--- src/rtl/clk_start_pkg.sv ---
package clk_start_pkg;

  typedef enum logic [1:0] {
    SEQ_IDLE  = 2'd0,
    SEQ_COUNT = 2'd1,
    SEQ_RUN   = 2'd2,
    SEQ_SLEEP = 2'd3
  } seq_state_e;

  localparam int MODE_W        = 3;
  localparam int CRYSTAL_MODES = 3;

  localparam logic [1:0] SRC_PRIMARY   = 2'b00;
  localparam logic [1:0] SRC_SECONDARY = 2'b01;
  localparam logic [1:0] SRC_INTERNAL  = 2'b10;

  localparam logic [1:0] FIELD_SECONDARY = 2'b01;

  function automatic logic mode_is_crystal(input logic [MODE_W-1:0] m);
    return (int'(m) < CRYSTAL_MODES);
  endfunction

endpackage

--- src/rtl/cs_ost_counter.sv ---
module cs_ost_counter #(
  parameter int LIMIT = 1024,
  localparam int CW = $clog2(LIMIT + 1)
) (
  input  logic          clk,
  input  logic          rst_n,
  input  logic          clr,
  input  logic          phase,
  input  logic          xtal_pulse,
  output logic [CW-1:0] count,
  output logic          last_pulse
);

  localparam logic [CW-1:0] LIM_V  = CW'(LIMIT);
  localparam logic [CW-1:0] LAST_V = CW'(LIMIT - 1);

  logic step;

  // count only below the ceiling, so the value saturates at LIMIT
  assign step       = phase & xtal_pulse & (count < LIM_V);
  assign last_pulse = step & (count == LAST_V);

  always_ff @(posedge clk or negedge rst_n) begin
    if (!rst_n)    count <= '0;
    else if (clr)  count <= '0;
    else if (step) count <= count + 1'b1;
  end

  p_count_cap_r11: assert property (@(posedge clk) disable iff (!rst_n)
    count <= LIM_V);

  p_clear_r11: assert property (@(posedge clk) disable iff (!rst_n)
    clr |=> (count == '0));

  p_idle_hold_r3: assert property (@(posedge clk) disable iff (!rst_n)
    (!clr && !(phase && xtal_pulse)) |=> $stable(count));

endmodule

--- src/rtl/cs_seq_fsm.sv ---
module cs_seq_fsm
  import clk_start_pkg::*;
(
  input  logic       clk,
  input  logic       rst_n,
  input  logic       por_done,
  input  logic       wake_pulse,
  input  logic       sleep_req,
  input  logic       crystal,
  input  logic       last_pulse,
  output seq_state_e state,
  output logic       done,
  output logic       cnt_clr,
  output logic       count_phase
);

  seq_state_e state_d;
  logic       done_d;
  logic       start;
  logic       go_sleep;

  always_comb begin
    start    = ((state == SEQ_IDLE) && por_done) ||
               ((state == SEQ_SLEEP) && wake_pulse);
    go_sleep = sleep_req && ((state == SEQ_COUNT) || (state == SEQ_RUN));
    state_d  = state;
    done_d   = done;
    if (go_sleep) begin
      state_d = SEQ_SLEEP;
      done_d  = 1'b0;
    end else if (start) begin
      state_d = crystal ? SEQ_COUNT : SEQ_RUN;
      done_d  = !crystal;
    end else if ((state == SEQ_COUNT) && (!crystal || last_pulse)) begin
      state_d = SEQ_RUN;
      done_d  = 1'b1;
    end
    cnt_clr     = go_sleep || start;
    count_phase = (state == SEQ_COUNT) && crystal;
  end

  always_ff @(posedge clk or negedge rst_n) begin
    if (!rst_n) begin
      state <= SEQ_IDLE;
      done  <= 1'b0;
    end else begin
      state <= state_d;
      done  <= done_d;
    end
  end

  p_sleep_drops_done_r8: assert property (@(posedge clk) disable iff (!rst_n)
    (sleep_req && ((state == SEQ_COUNT) || (state == SEQ_RUN)))
      |=> (!done && (state == SEQ_SLEEP)));

  p_wake_restart_r7: assert property (@(posedge clk) disable iff (!rst_n)
    ((state == SEQ_SLEEP) && wake_pulse && crystal)
      |=> ((state == SEQ_COUNT) && !done));

  p_asleep_stays_r8: assert property (@(posedge clk) disable iff (!rst_n)
    ((state == SEQ_SLEEP) && !wake_pulse) |=> ((state == SEQ_SLEEP) && !done));

endmodule

--- src/rtl/cs_src_select.sv ---
module cs_src_select
  import clk_start_pkg::*;
#(
  parameter int HOLD_CYCLES = 1
) (
  input  logic       clk,
  input  logic       rst_n,
  input  logic [1:0] field,
  input  logic       sec_ready,
  input  logic       primary_ok,
  output logic [1:0] sel
);

  logic [1:0] want;
  logic       hold_busy;
  logic       change;

  always_comb begin
    if (field[1])      want = SRC_INTERNAL;
    else if (field[0]) want = sec_ready ? SRC_SECONDARY : sel;
    else               want = primary_ok ? SRC_PRIMARY : SRC_INTERNAL;
  end

  assign change = (want != sel) && !hold_busy;

  always_ff @(posedge clk or negedge rst_n) begin
    if (!rst_n)      sel <= SRC_INTERNAL;
    else if (change) sel <= want;
  end

  generate
    if (HOLD_CYCLES > 0) begin : g_hold
      localparam int HW = $clog2(HOLD_CYCLES + 1);
      logic [HW-1:0] hold_q;

      always_ff @(posedge clk or negedge rst_n) begin
        if (!rst_n)              hold_q <= '0;
        else if (change)         hold_q <= HW'(HOLD_CYCLES);
        else if (hold_q != '0)   hold_q <= hold_q - 1'b1;
      end

      assign hold_busy = (hold_q != '0);

      p_hold_r12: assert property (@(posedge clk) disable iff (!rst_n)
        (sel != $past(sel)) |=> $stable(sel));
    end else begin : g_nohold
      assign hold_busy = 1'b0;
    end
  endgenerate

  p_sec_wait_r10: assert property (@(posedge clk) disable iff (!rst_n)
    ((field == FIELD_SECONDARY) && !sec_ready) |=> $stable(sel));

  p_code_legal_r1: assert property (@(posedge clk) disable iff (!rst_n)
    sel != 2'b11);

endmodule

--- src/rtl/clk_start_ctrl.sv ---
module clk_start_ctrl
  import clk_start_pkg::*;
#(
  parameter int OST_LIMIT   = 1024,
  parameter int HOLD_CYCLES = 1,
  localparam int CNT_W = $clog2(OST_LIMIT + 1)
) (
  input  logic              clk,
  input  logic              rst_n,
  input  logic              sel_wr_en,
  input  logic [1:0]        sel_wr_data,
  input  logic [MODE_W-1:0] osc_mode,
  input  logic              two_speed_en,
  input  logic              por_done,
  input  logic              wake_pulse,
  input  logic              sleep_req,
  input  logic              sec_ready,
  input  logic              xtal_pulse,
  output logic [1:0]        sel_field,
  output logic [1:0]        clk_sel,
  output logic              startup_done,
  output logic [CNT_W-1:0]  ost_count
);

  seq_state_e seq_state;
  logic       crystal;
  logic       primary_ok;
  logic       cnt_clr;
  logic       count_phase;
  logic       last_pulse;

  assign crystal = mode_is_crystal(osc_mode);

  // primary is usable when start-up is complete or no two-speed wait applies
  assign primary_ok = startup_done || !(crystal && two_speed_en);

  always_ff @(posedge clk or negedge rst_n) begin
    if (!rst_n)         sel_field <= 2'b00;
    else if (sel_wr_en) sel_field <= sel_wr_data;
  end

  cs_seq_fsm u_fsm (
    .clk         (clk),
    .rst_n       (rst_n),
    .por_done    (por_done),
    .wake_pulse  (wake_pulse),
    .sleep_req   (sleep_req),
    .crystal     (crystal),
    .last_pulse  (last_pulse),
    .state       (seq_state),
    .done        (startup_done),
    .cnt_clr     (cnt_clr),
    .count_phase (count_phase)
  );

  cs_ost_counter #(.LIMIT(OST_LIMIT)) u_cnt (
    .clk        (clk),
    .rst_n      (rst_n),
    .clr        (cnt_clr),
    .phase      (count_phase),
    .xtal_pulse (xtal_pulse),
    .count      (ost_count),
    .last_pulse (last_pulse)
  );

  cs_src_select #(.HOLD_CYCLES(HOLD_CYCLES)) u_sel (
    .clk        (clk),
    .rst_n      (rst_n),
    .field      (sel_field),
    .sec_ready  (sec_ready),
    .primary_ok (primary_ok),
    .sel        (clk_sel)
  );

  p_field_auto_r9: assert property (@(posedge clk) disable iff (!rst_n)
    !sel_wr_en |=> $stable(sel_field));

  p_noncrystal_done_r4: assert property (@(posedge clk) disable iff (!rst_n)
    ((seq_state == SEQ_SLEEP) && wake_pulse && !crystal)
      |=> (startup_done && (ost_count == '0)));

endmodule

--- config.mk ---
export PLATFORM = sky130hd
export DESIGN_NAME = clk_start_ctrl
export DESIGN_NICKNAME = d
export VERILOG_FILES = /design/src/rtl/clk_start_pkg.sv /design/src/rtl/cs_ost_counter.sv /design/src/rtl/cs_seq_fsm.sv /design/src/rtl/cs_src_select.sv /design/src/rtl/clk_start_ctrl.sv
export SDC_FILE = /design/constraint.sdc
export NUM_CORES = 1
export LEC_CHECK = 0
export BUFFER_PORTS_ARGS = -buffer_cell sky130_fd_sc_hd__buf_2
export CAP_MARGIN = 10
export CORE_MARGIN = 2
export CORE_UTILIZATION = 57
export CTS_BUF_LIST = sky130_fd_sc_hd__clkbuf_8
export DETAILED_ROUTE_END_ITERATION = 16
export PLACE_DENSITY = 0.94
export SETUP_SLACK_MARGIN = 0.2
export SLEW_MARGIN = 20
export SYNTH_ARGS = -nofsm -noshare
export SYNTH_HDL_FRONTEND = slang
export SYNTH_HIERARCHICAL = 1
export SYNTH_SLANG_ARGS = --single-unit
--- constraint.sdc ---
create_clock -name clk -period 3 [get_ports clk]
set_clock_uncertainty 0.05 [all_clocks]
set_input_delay 0.3 -clock clk [delete_from_list [all_inputs] [get_ports clk]]
set_output_delay 0.3 -clock clk [all_outputs]
set_load 0.05 [all_outputs]
==> results of run 1 <==
cell families after synthesis:
group / after synthesis
compound gates: 25
xor+xnor: 2
fa+ha+maj: 4
buf+inv: 10
flops: 19
mux: 5
simple gates: 39
registers in the layout, indices dropped and copies added (netlist names):
signal	count
u_fsm/done	1
u_fsm/state	2
u_sel/g_hold.hold_q	1
u_cnt/count	11
sel_field	2
u_sel/sel	2
routing by layer:
metal,track usage,routed length [um],vias to the layer above
li1,-,-,450
met1,0.2593,892,435
met2,0.4247,1159,40
met3,0.05000,123,7
met4,0.1111,51,0
met5,0,0,-
stage by stage:
step	util	cells	hold WS [ns]	worst slack, ns
final	0.7326	161	0.2191	1.025
after global routing	0.7326	161	0.2220	0.8943
after CTS	0.7326	161	0.2181	1.045
after detailed placement	0.7007	156	0.2052	1.038
after global placement	0.7007	156	0.2031	1.093
after floorplan	-	104	-0.04559	1.050
worst reg2reg max path, cell delays in order, from the launching register on:
cell,delay [ns]
dfrtp_1,0.37
inv_1,0.07
ha_1,0.18
and2_1,0.20
nand3b_4,0.17
nor2_1,0.07
and3_1,0.16
or2b_2,0.32
o21ai_0,0.20
nor3_1,0.07
cell usage in the layout, fill, tap and decap left out, drive strengths merged, types with 3 or more instances in the layout:
cell | synthesis | final
o31ai | 4 | 4
nand3b | 3 | 3
a21oi | 10 | 10
nand2 | 6 | 6
clkbuf | 1 | 3
dfrtp | 18 | 18
nor2 | 8 | 8
ha | 4 | 4
inv | 8 | 9
buf | 1 | 29
or4 | 5 | 5
o21ai | 4 | 4
mux2 | 3 | 3
final cells by class:
class / instances / area (um2) / share of cell area
Multi-Input combinational cell: 75 / 526.8 / 0.4164
Sequential cell: 19 / 476.7 / 0.3769
Timing Repair Buffer: 30 / 155.1 / 0.1227
Clock buffer: 3 / 41.29 / 0.03264
Tap cell: 25 / 31.28 / 0.02473
Inverter: 8 / 30.03 / 0.02374
Clock inverter: 1 / 3.754 / 0.002967
power by group through the flow:
stage	logic, uW	registers, uW	clock network, uW
finish	331	346	176
global route	363	351	187
CTS	330	345	177
detailed placement	328	350	0
global placement	317	345	0
floorplan	170	430	0
timing repair:
action,4_1_cts,5_1_grt
hold endpoints to repair,18,0
hold buffers,1,0
resized for setup,0,0
setup buffers,0,0
path summary, 6_finish.rpt:
| kind | start | to | slack (ns) | depth (start not counted) |
|---|---|---|---|---|
| setup / recovery | u_fsm/state[1] | u_fsm/done | 1.03 | 9 |
| hold / removal | sel_wr_data[0] | sel_field[0] | 0.22 | 2 |
| setup reg to reg | u_fsm/state[1] | u_fsm/done | 1.03 | 9 |
| hold reg to reg | u_sel/g_hold.hold_q | u_sel/g_hold.hold_q | 0.44 | 1 |
| max in group asynchronous | rst_n | u_sel/sel[1] | 2.11 | 2 |
| min in group asynchronous | rst_n | u_cnt/count[1] | 0.47 | 2 |
==> results.py, run 1 <==
metrics = {
    "outcome": {
        "outcome": "finished clean",
    },
    "synthesis": {
        "synth.yosys.seq_area_share": 0.4574,
        "yosys-top-cells-count": "dfrtp_1, a21oi_1, inv_1, nor2_1, nand2_1",
        "syn-cell-area_um2": 1042,
        "synthArstFlopShare": 1.000,
        "yosysTopAreaCellShare": 0.4322,
        "synth_top_family_by_area": "simple AND/OR/NAND/NOR gates",
        "synthAdderAreaFrac": 0.04802,
        "synth_compound_area_frac": 0.1549,
        "synth.largest_area_cell": "dfrtp_1",
        "synthCells": 104,
        "synth_cell_types": 39,
        "synth-edff-count": 0,
        "ys.flop_type": "dfrtp_1",
        "synth.net_count": 122,
        "ys_seq_elements": 19,
        "synthSimpleGateAreaFrac": 0.2341,
        "synth_mux_area_frac": 0.05162,
        "yosysMostFrequentCell": "dfrtp_1",
        "postSynthAreaPerCell_um2": 10.02,
        "synthXorXnorAreaFrac": 0.01681,
        "synth_warnings": 6,
        "synthTopCellsByArea": "dfrtp_1, ha_1, a21oi_1, or4_1, mux2_2",
    },
    "routing": {
        "wl_per_cell_um": 13.82,
        "drt-pass1-iter-count": 4,
        "vias_per_cell": 5.789,
        "drt-total-wl_mm": 2.225,
        "drtAntennaViolNets": 0,
        "dr.first_iter.drc_count": 19,
        "num_vias": 932,
        "drcViolationCount": 0,
    },
    "cells_and_area": {
        "drive_gt1_frac": 0.3088,
        "fin_area_um2": 1265,
        "fillCellCount": 134,
        "antenna_cells": 0,
        "areaGrowthSynthToFinish_pct": 21.37,
        "final_nets": 155,
    },
    "global_route": {
        "grt_pass1_wl_mm": 3.588,
        "grt_usage": 0.2344,
        "antenna_found_initial": 0,
        "grt_start_max_net_pins": 20,
        "grt_pass1_vias": 890,
        "gr-total-overflow": 0,
    },
    "timing": {
        "setup_violations": 0,
        "relSlewSlack": 0.7259,
        "finalSetupTns_ns": 0,
        "post-route-min-period_ns": 1.975,
        "worstMarginPinSlew_ns": 0.4111,
        "fmax_mhz": 506.3,
        "finalCritPeriodShare": 0.6583,
        "report.final.hold_viol_count": 0,
        "rsz0062_at_grt": "no",
        "slew_viol_final": 0,
    },
    "critical_path": {
        "crit_family": "simple AND/OR/NAND/NOR gates",
        "slowest_stage": "dfrtp_1",
        "crit_path_start_kind": "flip-flop",
        "end_kind": "flip-flop",
        "crit_buf_inv": 1,
        "cp.arrival_ns": 2.06,
        "criticalPathCategory": "reg -> reg",
        "worstPathCellList": "inv_1, ha_1, and2_1, nand3b_4, nor2_1, and3_1, or2b_2, o21ai_0, nor3_1",
        "critical_path.max_stage_delay_ns": 0.37,
        "crit_required_ns": 3.09,
        "cp_max_fo": 16,
    },
    "power_and_ir_drop": {
        "pwr-share-clk": 0.206,
        "p_int_uw": 505.4,
        "power_uw": 852.6,
        "switching_share": 0.4073,
        "leakagePower_uw": 0.0006382,
        "seqPwrFrac": 0.406,
        "comb_power_share": 0.389,
        "p_per_area_nw_per_um2": 674.0,
        "netSwitchingPower_uw": 347.3,
        "irDropWorstVdd_mv": 0.4999,
    },
    "placed_design": {
        "gp_congestion": 0.7962,
        "place_area_um2": 1210,
        "hpwl_mm": 1.606,
        "port_buffers": 29,
    },
    "floorplanning": {
        "initial_core_util": 0.6036,
        "rows": 15,
        "dieArea_um2": 2187,
        "core_um2": 1727,
        "die_h_um": 46.76,
        "die_width_um": 46.76,
        "io_pins": 30,
    },
    "clock_tree": {
        "numClockSinks": 19,
        "cts_made_buffers": 3,
        "clk_latency_ns": 0.26,
        "htree_levels": 1,
        "tritoncts": "built",
        "clk_pin_slew_ns": 0.07,
        "cts_buffer_depth": 2,
        "root_buffer": "clkbuf_8",
    },
    "worst_hold_path": {
        "min_path_type": "in -> reg",
    },
    "run": {
        "cap_violations": 0,
    },
}
(Power assumes the default switching activity.)
==> run 2, diff against run 1 <==
- ABC_AREA: default -> 1
- CORE_UTILIZATION: 57 -> 48
- PLACE_DENSITY: 0.94 -> 0.84
- clock period: 3 -> 1.8 ns (I/O delays scaled with it)
==> run 2 against run 1 <==
Setup slack lost 0.85 ns. Sequential power grew 77%. Utilization shrank 4.5 points. Combinational power grew to 3.3 times the previous value. Critical endpoint is now u_cnt/count[8]. Largest power group is now combinational cells.
==> results.py, run 2 <==
metrics = {
    "synthesis": {
        "synth.yosys.seq_area_share": 0.4271,
        "synth_warnings": 6,
        "synth-edff-count": 0,
        "ys.flop_type": "dfrtp_1",
        "syn-cell-area_um2": 1116,
        "postSynthAreaPerCell_um2": 7.490,
        "synth.net_count": 167,
        "synth.largest_area_cell": "dfrtp_1",
        "synth_cell_types": 20,
        "yosys-top-cells-count": "nand2_1, inv_1, nor2_1",
        "synthCells": 149,
        "synthTopCellsByArea": "dfrtp_1, nand2_1, inv_1, nor2_1, nand3_1",
        "yosysMostFrequentCell": "nand2_1",
        "yosysTopAreaCellShare": 0.4036,
        "synthArstFlopShare": 1.000,
        "ys_seq_elements": 19,
    },
    "placed_design": {
        "port_buffers": 29,
        "hpwl_mm": 1.880,
        "gp_congestion": 0.9076,
    },
    "clock_tree": {
        "htree_levels": 1,
        "cts_made_buffers": 3,
        "clk_latency_ns": 0.25,
        "numClockSinks": 19,
        "tritoncts": "built",
        "cts_buffer_depth": 2,
        "root_buffer": "clkbuf_8",
        "clk_pin_slew_ns": 0.07,
    },
    "routing": {
        "drcViolationCount": 0,
        "wl_per_cell_um": 12.16,
        "dr.first_iter.drc_count": 34,
        "num_vias": 1142,
        "drtAntennaViolNets": 0,
        "drt-pass1-iter-count": 4,
        "vias_per_cell": 5.191,
        "drt-total-wl_mm": 2.675,
    },
    "cells_and_area": {
        "final_common_cell": "nand2_1",
        "largest_register": "u_cnt/count",
        "largest_reg_flops": 11,
        "drive_gt1_frac": 0.4219,
        "final_nets": 211,
        "areaGrowthSynthToFinish_pct": 36.32,
        "final_cell_mix": "nand2_1, buf_2, nor2_1",
        "antenna_cells": 0,
    },
    "power_and_ir_drop": {
        "switching_share": 0.4562,
        "power_uw": 1980,
        "irDropWorstVdd_mv": 1.055,
        "comb_power_share": 0.546,
        "netSwitchingPower_uw": 903.3,
        "p_per_area_nw_per_um2": 1302,
        "pwr-share-clk": 0.145,
        "p_int_uw": 1077,
        "seqPwrFrac": 0.309,
        "leakagePower_uw": 0.0007657,
    },
    "floorplanning": {
        "die_h_um": 52.22,
        "dieArea_um2": 2727,
        "core_um2": 2212,
        "io_pins": 30,
        "initial_core_util": 0.5045,
        "rows": 17,
        "die_width_um": 52.22,
    },
    "global_route": {
        "grt_pass1_vias": 1048,
        "gr-total-overflow": 0,
        "grt_pass1_wl_mm": 4.409,
        "grt_usage": 0.2169,
        "antenna_found_initial": 0,
        "grt_start_max_net_pins": 20,
    },
    "critical_path": {
        "end_kind": "flip-flop",
        "reg2reg_depth": 12,
        "crit_end": "u_cnt/count[8]",
        "rr_startpoint": "u_fsm/state[1]",
        "r2r_setup_slack_ns": 0.18,
        "cp.arrival_ns": 1.72,
        "criticalPathCategory": "reg -> reg",
        "cp-startpoint": "u_fsm/state[1]",
        "cp_max_fo": 5,
        "crit_required_ns": 1.90,
        "crit_path_start_kind": "flip-flop",
        "r2r-end": "u_cnt/count[8]",
    },
    "worst_hold_path": {
        "hold-path-cell-count": 3,
        "min_path_type": "in -> reg",
    },
    "timing": {
        "fmax_mhz": 615.8,
        "setup_violations": 0,
        "rsz0062_at_grt": "yes",
        "worstMarginPinSlew_ns": 0.4250,
        "slew_viol_final": 0,
        "finalSetupTns_ns": 0,
        "report.final.hold_viol_count": 0,
        "finalCritPeriodShare": 0.9022,
        "post-route-min-period_ns": 1.624,
        "relSlewSlack": 0.7167,
    },
    "run": {
        "cap_violations": 0,
    },
    "outcome": {
        "outcome": "finished clean",
    },
}
## run 2: cell types whose count changed after synthesis, moves of 3 or more
cell	before	now
nand2_1	6	37
inv_1	8	20
nand3_1	2	13
nor2_1	8	19
nor2_2	0	5
or4_1	5	0
inv_2	0	4
o31ai_1	4	0
mux2_2	3	0
nand4_1	0	3
o21ai_1	0	3
## run 2: power by group through the flow
stage / Clock (uW) / Combinational [uW] / Sequential (uW)
finish: 288 / 1080 / 611
global route: 308 / 1170 / 627
CTS: 295 / 908 / 611
detailed placement: 0 / 815 / 610
global placement: 0 / 779 / 603
floorplan: 0 / 498 / 743
## run 2: through the flow
step / util / cell area [um2] / cells / worst slack, ns / hold WS (ns)
2_1_floorplan: - / 1164 / 149 / 0.2033 / -0.1656
6_report: 0.6878 / 1521 / 220 / 0.1760 / 0.08306
3_3_place_gp: 0.6143 / 1359 / 208 / 0.1493 / 0.08628
5_1_grt: 0.6878 / 1521 / 220 / 0.09408 / 0.09451
3_5_place_dp: 0.6143 / 1359 / 208 / 0.07301 / 0.09373
4_1_cts: 0.6601 / 1460 / 217 / 0.1994 / 0.08023
## run 2: what timing repair did
| action | in CTS | in global routing |
|---|---|---|
| setup buffers | 4 | 3 |
| pin swaps | 5 | 4 |
| endpoints found under the hold margin | 18 | 0 |
| hold buffers | 1 | 0 |
| setup endpoints to repair | 10 | 13 |
| resized for setup | 5 | 9 |
## run 2: cells by family after synthesis
family	share of synthesized area
adders and majority gates	0.04484
AOI/OAI and AO/OA	0.08520
and+or+nand+nor	0.3621
buffers and inverters	0.08071
DFF	0.4271
## run 2: worst min-delay path by stage
stage,start,to
finish,sel_wr_data[0],sel_field[0]
global route,sel_wr_data[0],sel_field[0]
detailed placement,rst_n,u_cnt/count[9]
global placement,rst_n,u_cnt/count[9]
CTS,sel_wr_en,sel_field[0]
floorplan,rst_n,sel_field[0]
## run 2: worst max-delay path, cell delays in order, from the launching register on
cell	delay, ns
dfrtp_1	0.42
inv_2	0.12
ha_4	0.21
nand2_2	0.09
inv_4	0.05
nor2_8	0.12
inv_4	0.06
inv_4	0.07
nand2_4	0.06
inv_2	0.06
nor2_1	0.04
nor2_1	0.09
nor2_1	0.06
## run 2: area by class of cell
type                    instances  area [um2]
repair buffers                 39       222.7
inverters                      24       97.59
flip-flops and latches         19       485.5
clock inverters                 1       3.754
well taps                      28       35.03
fillers                       173       690.7
multi-input cells             106       635.6
clock buffers                   3       41.29
## run 2: routing by layer
metal / GRT usage / routed length (um) / share of wire / vias to the layer above
met3: 0.02571 / 120 / 0.045 / 5
met5: 0 / 0 / 0 / -
li1: - / - / - / 554
met4: 0.08974 / 42 / 0.016 / 0
met1: 0.2791 / 1163 / 0.43 / 550
met2: 0.3692 / 1350 / 0.50 / 33
==> run 3, diff against run 2 <==
- SLEW_MARGIN: 20 -> default
- SYNTH_HIERARCHICAL: 1 -> default
==> run 3 against run 2 <==
Synthesized cell count shrank 8.1%. Total power fell by 8.4%. Setup slack better by 0.062 ns. Non-clock buffer count decreased by 1. Utilization decreased by 3.0 points. Critical endpoint is now u_fsm.state[1]. Largest power group unchanged. Clock power up 5%. First-iteration DRC count decreased by 21%. Register-to-register slack improved by 0.06 ns. Critical path depth decreased by 2. Largest cell class unchanged. Sequential power down 2%.
==> results.py, run 3 <==
metrics = {
    "outcome": {
        "outcome": "finished clean",
    },
    "timing": {
        "setup_violations": 0,
        "slew_viol_final": 0,
        "post-route-min-period_ns": 1.562,
        "worstMarginPinSlew_ns": 0.4256,
        "report.final.hold_viol_count": 0,
        "relSlewSlack": 0.7163,
        "fmax_mhz": 640.3,
        "setup_ws_ns": 0.2381,
        "rsz0062_at_grt": "no",
        "finalSetupTns_ns": 0,
        "finalCritPeriodShare": 0.8677,
        "hold_ws_ns": 0.08016,
    },
    "global_route": {
        "antenna_found_initial": 0,
        "gr-total-overflow": 0,
        "grt_usage": 0.2070,
        "grt_pass1_vias": 966,
        "grt_start_max_net_pins": 20,
        "grt_pass1_wl_mm": 4.022,
    },
    "critical_path": {
        "cp.arrival_ns": 1.71,
        "crit_buf_inv": 1,
        "criticalPathCategory": "reg -> reg",
        "crit_required_ns": 1.95,
        "end_kind": "flip-flop",
        "reg2reg_depth": 10,
        "critical_path.max_stage_delay_ns": 0.41,
        "cp_common_cell": "nand2_1",
        "worstSetupPathDepth": 10,
        "slowest_stage": "dfrtp_1",
        "crit_family": "simple AND/OR/NAND/NOR gates",
        "crit_path_start_kind": "flip-flop",
        "worstPathCellList": "inv_2, ha_4, nand3_2, nor2_4, nand3_1, nand2_1, nand2_2, nand2_1, nand2_1, nand2_1",
        "cp_max_fo": 5,
    },
    "run": {
        "cap_violations": 0,
    },
    "cells_and_area": {
        "fillCellCount": 187,
        "fin_area_um2": 1414,
        "final_cell_mix": "nand2_1, buf_2, inv_1",
        "largest_reg_flops": 11,
        "drive_gt1_frac": 0.3559,
        "areaGrowthSynthToFinish_pct": 32.32,
        "final_nets": 196,
        "largest_register": "u_cnt.count",
        "antenna_cells": 0,
    },
    "floorplanning": {
        "io_pins": 30,
        "core_um2": 2148,
        "rows": 17,
        "die_h_um": 51.18,
        "dieArea_um2": 2619,
        "die_width_um": 51.18,
        "initial_core_util": 0.4974,
    },
    "routing": {
        "drt-total-wl_mm": 2.632,
        "drcViolationCount": 0,
        "drt-pass1-iter-count": 4,
        "num_vias": 1084,
        "drtAntennaViolNets": 0,
        "dr.first_iter.drc_count": 27,
        "wl_per_cell_um": 12.84,
        "vias_per_cell": 5.288,
    },
    "placed_design": {
        "port_buffers": 29,
        "gp_congestion": 0.8618,
        "hpwl_mm": 1.822,
        "pre_cts_ws_ns": 0.1656,
        "place_area_um2": 1236,
    },
    "synthesis": {
        "synthAdderAreaFrac": 0.04684,
        "synthSimpleGateAreaFrac": 0.2904,
        "synth.largest_area_cell": "dfrtp_1",
        "synthXorXnorAreaFrac": 0.008197,
        "synth_warnings": 0,
        "synthCells": 137,
        "ys_seq_elements": 19,
        "synth_top_family_by_area": "simple AND/OR/NAND/NOR gates",
        "postSynthAreaPerCell_um2": 7.799,
        "synth.yosys.seq_area_share": 0.4461,
        "syn-cell-area_um2": 1069,
        "synth_mux_area_frac": 0,
        "synthArstFlopShare": 1.000,
        "synth_compound_area_frac": 0.1030,
        "synthTopCellsByArea": "dfrtp_1, nand2_1, inv_1, ha_1, o21ai_0",
        "synth_cell_types": 20,
        "yosysMostFrequentCell": "nand2_1",
        "yosys-top-cells-count": "nand2_1, inv_1, dfrtp_1",
        "synth.net_count": 155,
        "synth-edff-count": 0,
        "ys.flop_type": "dfrtp_1",
        "yosysTopAreaCellShare": 0.4215,
    },
    "clock_tree": {
        "root_buffer": "clkbuf_8",
        "clk_pin_slew_ns": 0.07,
        "clk_latency_ns": 0.26,
        "cts_made_buffers": 3,
        "cts_buffer_depth": 2,
        "numClockSinks": 19,
        "htree_levels": 1,
        "tritoncts": "built",
    },
    "power_and_ir_drop": {
        "irDropWorstVdd_mv": 0.9361,
        "power_uw": 1814,
        "p_per_area_nw_per_um2": 1283,
        "leakagePower_uw": 0.0007362,
    },
    "worst_hold_path": {
        "min_path_type": "in -> reg",
        "hold-path-cell-count": 3,
    },
}
[run 3: logic make-up (layout without fill, tap and decap cells)]
kind of cell	after synthesis	count (layout)
AOI/OAI and AO/OA	21	21
and+or+nand+nor	66	66
adders and majority gates	4	4
buffers and inverters	26	66
DFF	19	19
xor gates and xnor gates	1	1
[run 3: layer usage]
metal  track usage  vias up  part of all wire
met4       0.09459        0             0.017
met3       0.01754        8             0.052
li1              -      520                 -
met5             0        -                 0
met2        0.3766       50              0.54
met1        0.2448      506              0.39
[run 3: worst paths after layout]
kind,start,end,slack (ns)
setup / recovery,u_fsm.state[1],u_fsm.state[1],0.24
setup reg to reg,u_fsm.state[1],u_fsm.state[1],0.24
hold / removal,sel_wr_data[1],sel_field[1],0.08
hold reg to reg,u_sel.g_hold.hold_q,u_sel.sel[0],0.47
min in group asynchronous,rst_n,u_cnt.count[5],0.34
max in group asynchronous,rst_n,u_sel.sel[1],1.03
[run 3: power by group]
group          internal [uW]  switching (uW)  total, uW
sequential               520            77.6        598
clock                    154             147        301
combinational            359             557        916
total                   1030             782       1810
[run 3: layout make-up]
class / count / area [um2] / area share
clock buffer: 3 / 41.29 / 0.02920
clock inverter: 1 / 5.005 / 0.003540
inverter: 24 / 90.09 / 0.06372
multi-input combinational: 92 / 531.8 / 0.3761
sequential: 19 / 480.5 / 0.3398
tap: 28 / 35.03 / 0.02478
timing repair buffer: 38 / 230.2 / 0.1628
[run 3: through the flow]
step | cells | utilization
final | 205 | 0.6581
after global routing | 205 | 0.6581
after CTS | 201 | 0.6144
after detailed placement | 193 | 0.5754
after global placement | 193 | 0.5754
after floorplan | 137 | -
[run 3: worst reg2reg max path, cell delays in order (launching register included)]
cell	delay, ns
dfrtp_1	0.41
inv_2	0.11
ha_4	0.16
nand3_2	0.09
nor2_4	0.17
nand3_1	0.14
nand2_1	0.11
nand2_2	0.07
nand2_1	0.07
nand2_1	0.05
nand2_1	0.06
[run 3: what timing repair did]
action | in CTS | in global routing
endpoints found under the setup margin | 8 | 11
hold buffers | 1 | 0
setup buffers | 3 | 4
gates resized for setup | 1 | 18
pin swaps | 1 | 4
endpoints found under the hold margin | 18 | 0
